<file path="config.mk">
export PLATFORM = sky130hd
export DESIGN_NAME = mac_accum_unit
export DESIGN_NICKNAME = d
export VERILOG_FILES = /design/src/rtl/mac_pkg.sv /design/src/rtl/mac_cmd_decode.sv /design/src/rtl/mac_product.sv /design/src/rtl/mac_acc_reg.sv /design/src/rtl/mac_readout.sv /design/src/rtl/mac_accum_unit.sv
export SDC_FILE = /design/constraint.sdc
export NUM_CORES = 2
export LEC_CHECK = 0
export BUFFER_PORTS_ARGS = -buffer_cell sky130_fd_sc_hd__clkbuf_2
export CORE_MARGIN = 2
export CORE_UTILIZATION = 40
export CTS_CLUSTER_SIZE = 40
export DETAILED_ROUTE_END_ITERATION = 10
export MAX_ROUTING_LAYER = met4
export SYNTH_ARGS = -nofsm -noshare
export SYNTH_HDL_FRONTEND = slang
export SYNTH_SLANG_ARGS = --single-unit
</file>
<file path="constraint.sdc">
create_clock -name clk -period 16.05 [get_ports clk]
set_input_delay 1.605 -clock clk [delete_from_list [all_inputs] [get_ports clk]]
set_output_delay 1.605 -clock clk [all_outputs]
set_load 0.05 [all_outputs]
</file>
<file path="src/rtl/mac_pkg.sv">
package mac_pkg;

  // Action chosen for the accumulator in one cycle, after priority resolution
  typedef enum logic [2:0] {
    ACT_HOLD  = 3'd0,
    ACT_CLEAR = 3'd1,
    ACT_WRITE = 3'd2,
    ACT_ADD   = 3'd3,
    ACT_SUB   = 3'd4
  } acc_act_e;

endpackage

</file>
<file path="src/rtl/mac_cmd_decode.sv">
module mac_cmd_decode
  import mac_pkg::*;
(
  input  logic     acc_en,
  input  logic     sub_en,
  input  logic     rdclr_en,
  input  logic     wr_any,
  output acc_act_e act
);

  // Priority: clear > direct write > accumulate > subtract
  always_comb begin
    if (rdclr_en)    act = ACT_CLEAR;
    else if (wr_any) act = ACT_WRITE;
    else if (acc_en) act = ACT_ADD;
    else if (sub_en) act = ACT_SUB;
    else             act = ACT_HOLD;
  end

endmodule

</file>
<file path="src/rtl/mac_product.sv">
module mac_product #(
  parameter int DATA_W = 32,
  parameter int ACC_W  = 64
) (
  input  logic [DATA_W-1:0] mul_a,
  input  logic [DATA_W-1:0] mul_b,
  output logic [ACC_W-1:0]  addend
);

  localparam int FULL_W = 2 * DATA_W;
  localparam int EXT_W  = ACC_W - DATA_W;

  logic signed [FULL_W-1:0] a_x;
  logic signed [FULL_W-1:0] b_x;
  logic signed [FULL_W-1:0] full_prod;
  logic        [DATA_W-1:0] kept;

  assign a_x       = {{DATA_W{mul_a[DATA_W-1]}}, mul_a};
  assign b_x       = {{DATA_W{mul_b[DATA_W-1]}}, mul_b};
  assign full_prod = a_x * b_x;

  // Keep only the low word of the product, then widen it with its own sign
  assign kept   = full_prod[DATA_W-1:0];
  assign addend = {{EXT_W{kept[DATA_W-1]}}, kept};

endmodule

</file>
<file path="src/rtl/mac_acc_reg.sv">
module mac_acc_reg
  import mac_pkg::*;
#(
  parameter int DATA_W = 32,
  parameter int WORDS  = 2,
  parameter int ACC_W  = DATA_W * WORDS
) (
  input  logic              clk,
  input  logic              rst,
  input  acc_act_e          act,
  input  logic [WORDS-1:0]  wr_en,
  input  logic [DATA_W-1:0] wr_data,
  input  logic [ACC_W-1:0]  addend,
  output logic [ACC_W-1:0]  acc_q
);

  logic [ACC_W-1:0] merged;
  logic [ACC_W-1:0] acc_d;

  // Per-word replacement for direct writes
  for (genvar g = 0; g < WORDS; g++) begin : g_word
    assign merged[g*DATA_W +: DATA_W] =
      wr_en[g] ? wr_data : acc_q[g*DATA_W +: DATA_W];
  end

  always_comb begin
    case (act)
      ACT_CLEAR: acc_d = '0;
      ACT_WRITE: acc_d = merged;
      ACT_ADD:   acc_d = acc_q + addend;
      ACT_SUB:   acc_d = acc_q - addend;
      default:   acc_d = acc_q;
    endcase
  end

  always_ff @(posedge clk) begin
    if (rst) acc_q <= '0;
    else     acc_q <= acc_d;
  end

endmodule

</file>
<file path="src/rtl/mac_readout.sv">
module mac_readout #(
  parameter int DATA_W = 32
) (
  input  logic              clk,
  input  logic              rst,
  input  logic              rdclr_en,
  input  logic [DATA_W-1:0] lo_word,
  output logic [DATA_W-1:0] res_data,
  output logic              res_valid
);

  always_ff @(posedge clk) begin
    if (rst) begin
      res_data  <= '0;
      res_valid <= 1'b0;
    end else begin
      res_valid <= rdclr_en;
      if (rdclr_en) res_data <= lo_word;
    end
  end

endmodule

</file>
<file path="src/rtl/mac_accum_unit.sv">
module mac_accum_unit
  import mac_pkg::*;
#(
  parameter int DATA_W = 32
) (
  input  logic              clk,
  input  logic              rst,
  input  logic              acc_en,
  input  logic              sub_en,
  input  logic              rdclr_en,
  input  logic [DATA_W-1:0] opnd_a,
  input  logic [DATA_W-1:0] opnd_b,
  input  logic              wr_lo,
  input  logic              wr_hi,
  input  logic [DATA_W-1:0] wr_data,
  output logic [DATA_W-1:0] acc_lo,
  output logic [DATA_W-1:0] acc_hi,
  output logic [DATA_W-1:0] res_data,
  output logic              res_valid
);

  localparam int WORDS = 2;
  localparam int ACC_W = DATA_W * WORDS;

  acc_act_e         act;
  logic [ACC_W-1:0] addend;
  logic [ACC_W-1:0] acc_q;
  logic [WORDS-1:0] wr_en;

  assign wr_en = {wr_hi, wr_lo};

  mac_cmd_decode u_dec (
    .acc_en   (acc_en),
    .sub_en   (sub_en),
    .rdclr_en (rdclr_en),
    .wr_any   (|wr_en),
    .act      (act)
  );

  mac_product #(.DATA_W(DATA_W), .ACC_W(ACC_W)) u_prod (
    .mul_a  (opnd_a),
    .mul_b  (opnd_b),
    .addend (addend)
  );

  mac_acc_reg #(.DATA_W(DATA_W), .WORDS(WORDS), .ACC_W(ACC_W)) u_acc (
    .clk     (clk),
    .rst     (rst),
    .act     (act),
    .wr_en   (wr_en),
    .wr_data (wr_data),
    .addend  (addend),
    .acc_q   (acc_q)
  );

  assign acc_lo = acc_q[DATA_W-1:0];
  assign acc_hi = acc_q[ACC_W-1:DATA_W];

  mac_readout #(.DATA_W(DATA_W)) u_rd (
    .clk       (clk),
    .rst       (rst),
    .rdclr_en  (rdclr_en),
    .lo_word   (acc_lo),
    .res_data  (res_data),
    .res_valid (res_valid)
  );

endmodule

</file>
# ---- After elaboration in Yosys (flattened, before gate mapping)
# Index checks and enable logic that the tools add are counted.
dict set report totals {
  word_cells 24
  inputBits 103
  regBits 97
  out_inout_bits 97
}
dict set report classes {
  addsub 2
  n_mul 1
  mux 7
  eq_ne 6
  n_reduce_logical 4
}
# op n
set op_table {}
lappend op_table {{64-bit case mux with 4 select lines} 1}
lappend op_table {{64-bit adder} 1}
lappend op_table {{32-bit two-way mux} 2}
lappend op_table {{64-bit subtractor} 1}
lappend op_table {{32-bit by 32-bit multiplier with 32-bit output} 1}
lappend op_table {{3-bit two-way mux} 4}
lappend op_table {{3-bit by 2-bit == test with 1-bit output (second input constant)} 2}
lappend op_table {{2-bit inequality test (second input constant)} 2}
lappend op_table {{2-bit AND reduction} 2}
lappend op_table {{4-bit nonzero test} 1}
lappend op_table {{3-bit by 1-bit == test with 1-bit output (second input constant)} 1}
lappend op_table {{3-bit == test (second input constant)} 1}
lappend op_table {{2-bit OR reduction} 1}

# ---- Longest topological paths before layout
dict set report depth {
  ltp_word 7
  ltp_mapped 44
  mapped_depth_nobuf 41
}

# ---- Hierarchy
# From an unflattened synthesis, not the netlist that was laid out.
dict set report unflattened {
  hier_cells 3078
  hier_area_um2 25733.4
}
# module seq_area_each_um2 instances cells_each area_each_um2
set modules_own_cells {}
lappend modules_own_cells {mac_product 0.0 1 1876 16643.5}
lappend modules_own_cells {mac_acc_reg 1281.2 1 1090 7846.3}
lappend modules_own_cells {mac_readout 660.6 1 106 1202.4}
lappend modules_own_cells {mac_cmd_decode 0.0 1 5 35.0}
lappend modules_own_cells {mac_accum_unit 0.0 1 1 6.3}

# ---- Least setup slack after synthesis
# Ideal clock, no wire load.
dict set report synth_path {
  path_type {input to register}
  start {in opnd_b[4]}
  end {reg u_acc.acc_q[52]}
  setup_slack_ps 4875
  n_path_buf 3
  stages 40
  required_time_ps 15959
  setup_time_ps 91
  arrival_ps 11084
  cell_sequence {clkbuf_1 clkbuf_1 and2_1 fa_1 fa_1 inv_1 fa_1 fa_1 inv_1 fa_1 inv_1 fa_1 inv_1 fa_1 fa_1 ha_1 o21a_1 o21ai_1 [... 4 more ...] or3_4 nor2_1 nand3_2 buf_2 ha_1 nand2_1 o21ai_0 ha_1 a21o_1 o21bai_1 a21oi_1 o21a_1 o21ai_0 o2bb2ai_1 a211oi_1 nor2_1 or3_1 a311oi_1}
}
dict set report synth_between {
  elab_chain_cells 3
  elab_cells_between_ends 4
  classes_between {add/sub (2); mul (1); mux (1)}
}
# item line_no
set synth_rtl {}
lappend synth_rtl {{start: declaration} mac_accum_unit.sv:12} ;# input logic [DATA_W-1:0] opnd_b,
lappend synth_rtl {{32-bit by 32-bit multiplier with 32-bit output (*)} mac_product.sv:20} ;# assign full_prod = a_x * b_x;
lappend synth_rtl {{64-bit subtractor / 64-bit adder (equally long branches)} {mac_acc_reg.sv:31, mac_acc_reg.sv:30}}
lappend synth_rtl {{64-bit case mux with 4 select lines (*)} mac_acc_reg.sv:27} ;# case (act)
lappend synth_rtl {{end signal: assignment} mac_acc_reg.sv:37} ;# if (rst) acc_q <= '0;
lappend synth_rtl {{end signal: assignment} mac_acc_reg.sv:38} ;# else acc_q <= acc_d;
lappend synth_rtl {{end: declaration} mac_acc_reg.sv:14} ;# output logic [ACC_W-1:0] acc_q
# Every way passes the cells marked *; elsewhere a longest branch is shown, timed or not.
# A chain may end at the register's enable or synchronous reset.

# ---- Final worst setup path
dict set report layout_path {
  start {in opnd_b[2]}
  end {reg u_acc.acc_q[49]}
}
# The elaborated chain is that of the path after synthesis.

==> impl_metrics.py <==
metrics = {
    "critical_path": {
        "cp_slowest_cell": "o31ai_1",
        "cp_max_fo": 30,
        "cp-end-kind": "register",
        "slowest_delay_ps": 690,
        "arrival_ps": 12520,
        "start_kind": "input pin",
        "crit_top_cell": "fa_1",
        "crit_type": "in -> reg",
        "cp.required_ps": 16260,
    },
    "drt": {
        "wl_per_cell_um": 20.17,
        "vias": 20530,
        "drt_first_pass_iters": 5,
        "drt_wl_total_mm": 76.78,
        "drc_errors": 0,
        "ant_nets": 0,
        "drt_iter0_markers": 1543,
        "via_per_inst": 5.395,
    },
    "floorplanning": {
        "dieHeight_um": 253.1,
        "rows": 91,
        "die_area_sq_um": 64050,
        "core-area_sq_um": 61480,
        "start_util_pct": 40.36,
        "ioPinCount": 200,
        "fp.dieW_um": 253.1,
    },
    "layout": {
        "num-nets-final": 3736,
        "fillerInstances": 6239,
        "final_cell_count_no_fill": 3806,
        "area_delta_synth_final_pct": 7.396,
        "drive_gt1_share_pct": 9.025,
    },
    "grt": {
        "grt_max_degree": 53,
        "overflow": 0,
        "antenna_found_initial": 2,
        "grt_pass1_vias": 20540,
        "grt_pass1_wl_mm": 120.3,
        "track_usage_pct": 25.08,
    },
    "sta": {
        "drv_slew": 0,
        "clock.fmax_ghz": 0.08124,
        "slew_headroom_pct": 33.53,
        "final.setup_skew_ps": 15.09,
        "worst_pin_slew_ps": 996.1,
        "hold_violations": 0,
        "rsz0062_at_grt": "no",
        "period_minus_slack_ps": 12310,
        "setup_viol": 0,
        "fin_crit_sh_pct": 76.69,
        "fin_tns_setup_ps": 0,
    },
    "cts": {
        "cts_tree": "done",
        "clock_latency_ps": 370,
        "htree_levels": 3,
        "post_cts_resized": 0,
        "cts.sink_count": 97,
        "hold_buffers": 0,
        "clk_pin_slew_ps": 70,
        "cts_buffer_depth": 2,
        "post-cts-setup-buffers": 0,
        "root_buffer": "clkbuf_16",
        "cts_buffers": 9,
    },
    "logic_synthesis": {
        "yosysSeqAreaShare_pct": 7.825,
        "ys.flop_type": "dfxtp_1",
        "ys_warn_count": 0,
        "synth_cells": 2941,
        "ys_types": 76,
        "ys_async_sr_fraction_pct": 0,
        "avgSynthCellArea_sq_um": 8.438,
        "syn_nets": 3668,
        "ys_seq_elements": 97,
        "netlist_area_sq_um": 24820,
        "synth_edf_count": 0,
    },
    "placed_design": {
        "portBuffers": 199,
        "dp_hpwl_mm": 62.17,
        "post-place-cells": 3788,
        "place_congestion": 0.9664,
    },
    "flow_run": {
        "maxCapViolations": 0,
    },
    "worst_hold_path": {
        "hold_class": "reg -> reg",
    },
    "status": {
        "outcome": "complete, no violations",
    },
}
==> cell usage after synthesis, types with 3 or more instances <==
cell type  number  area share [%]
a221oi_1       34             1.2
inv_1         446             6.7
and2_1        336             8.5
dfxtp_1        97             7.8
a21oi_1       133             2.7
a211oi_1       11            0.33
nor3_1         49            0.99
nand2b_1       15            0.38
xnor2_1       107             3.8
buf_2           3           0.060
fa_1          409              33
mux2i_1        33             1.3
a31oi_1        23            0.58
or2_2           7            0.18
nand2_1       300             4.5
nand3_1        19            0.38
nor2_1        160             2.4
a21oi_2        12            0.42
buf_1          11            0.17
or3_1           8            0.20
o211ai_1       14            0.42
nand3b_1        6            0.18
a31o_2          3            0.11
o21bai_1        9            0.27
xor2_1         59             2.1
o211a_1         3            0.12
and3_1          7            0.18
a211oi_2        3            0.15
a311oi_1       15            0.53
o311ai_0        7            0.25
ha_1          215              11
o21ai_1         7            0.14
a211o_1         8            0.28
o21a_1         22            0.67
nand4_1        22            0.55
o31ai_1         7            0.21
clkbuf_1      142             2.1
a21o_1         53             1.6
nor4_1          5            0.13
a21boi_0        5            0.15
o21ai_0        59             1.2
nor2b_1        15            0.38
o2111ai_1       4            0.14
==> registers in the layout (all words and copies together), names as in the netlist <==
name / count
u_acc.acc_q: 64
u_rd.res_data: 32
u_rd.res_valid: 1
==> critical path, delay by kind of cell <==
family	cells	cell delay, ps
xor+xnor	2	290
compound gates	10	2650
buf+inv	5	560
simple gates	10	2070
fa+ha+maj	11	5290
==> routing by layer <==
metal	share of wire, %	GRT usage, %	vias to the layer above
met5	0	-	-
met4	2.4	6.205	0
met3	5.3	2.652	82
met2	47	39.76	615
met1	45	34.39	10300
li1	-	-	9539
==> cell type report <==
type                            instances  area (sq um)  area share, %
Clock inverter                          6         61.31         0.2300
Sequential cell                        97          1942          7.286
Multi-Input combinational cell       2240         20630          77.41
Timing Repair Buffer                  214          1109          4.159
Clock buffer                           10         239.0         0.8966
Inverter                              447          1678          6.295
Tap cell                              790         988.4          3.709
Antenna cell                            2         5.005        0.01878
==> worst paths after layout <==
path,from,to,slack [ps],cells past startpoint
max,opnd_b[2],u_acc.acc_q[49]$_SDFFE_PP0P_,3740,38
min,u_rd.res_data[16]$_SDFFE_PP0P_,u_rd.res_data[16]$_SDFFE_PP0P_,500,2
max reg2reg,u_acc.acc_q[8]$_SDFFE_PP0P_,u_acc.acc_q[49]$_SDFFE_PP0P_,11560,12
min reg2reg,u_rd.res_data[16]$_SDFFE_PP0P_,u_rd.res_data[16]$_SDFFE_PP0P_,500,2
==> metrics by stage <==
step / area (sq um) / hold slack [ps] / setup slack (ps) / utilization, %
2_1_floorplan: 24820 / 718.2 / 4875 / -
3_3_place_gp: 26350 / 472.5 / 3651 / 42.85
3_5_place_dp: 26350 / 482.7 / 3427 / 42.85
4_1_cts: 26650 / 501.1 / 3793 / 43.34
5_1_grt: 26650 / 525.9 / 3024 / 43.34
6_report: 26650 / 497.4 / 3741 / 43.35
==> placed cells by master (no fill, tap or decap), types with 8 or more instances in the layout <==
cell,n
a211o_1,8
a211oi_1,11
a21o_1,53
a21oi_1,133
a21oi_2,12
a221oi_1,34
a311oi_1,15
a31oi_1,23
and2_1,336
buf_4,15
clkbuf_16,9
clkbuf_2,198
dfxtp_1,97
fa_1,409
ha_1,215
inv_1,446
mux2i_1,33
nand2_1,300
nand2b_1,15
nand3_1,19
nand4_1,22
nor2_1,155
nor2b_1,15
nor3_1,49
o211ai_1,14
o21a_1,22
o21ai_0,59
o21bai_1,9
or3_1,8
xnor2_1,107
xor2_1,59
==> logic make-up (layout without fill, tap and decap cells) <==
group           count (synthesis)  in the layout  share of synthesized area (%)
other cells                     0              2                              0
fa+ha+maj                     624            624                          43.83
buf+inv                       604            677                          9.181
xor+xnor                      167            167                          5.949
compound gates                453            453                          12.32
flops                          97             97                          7.825
simple gates                  962            962                          19.51
mux                            34             34                          1.391
Power is not shown: default switching activity piles up to over one toggle a cycle in this logic, so the estimate is an artifact.
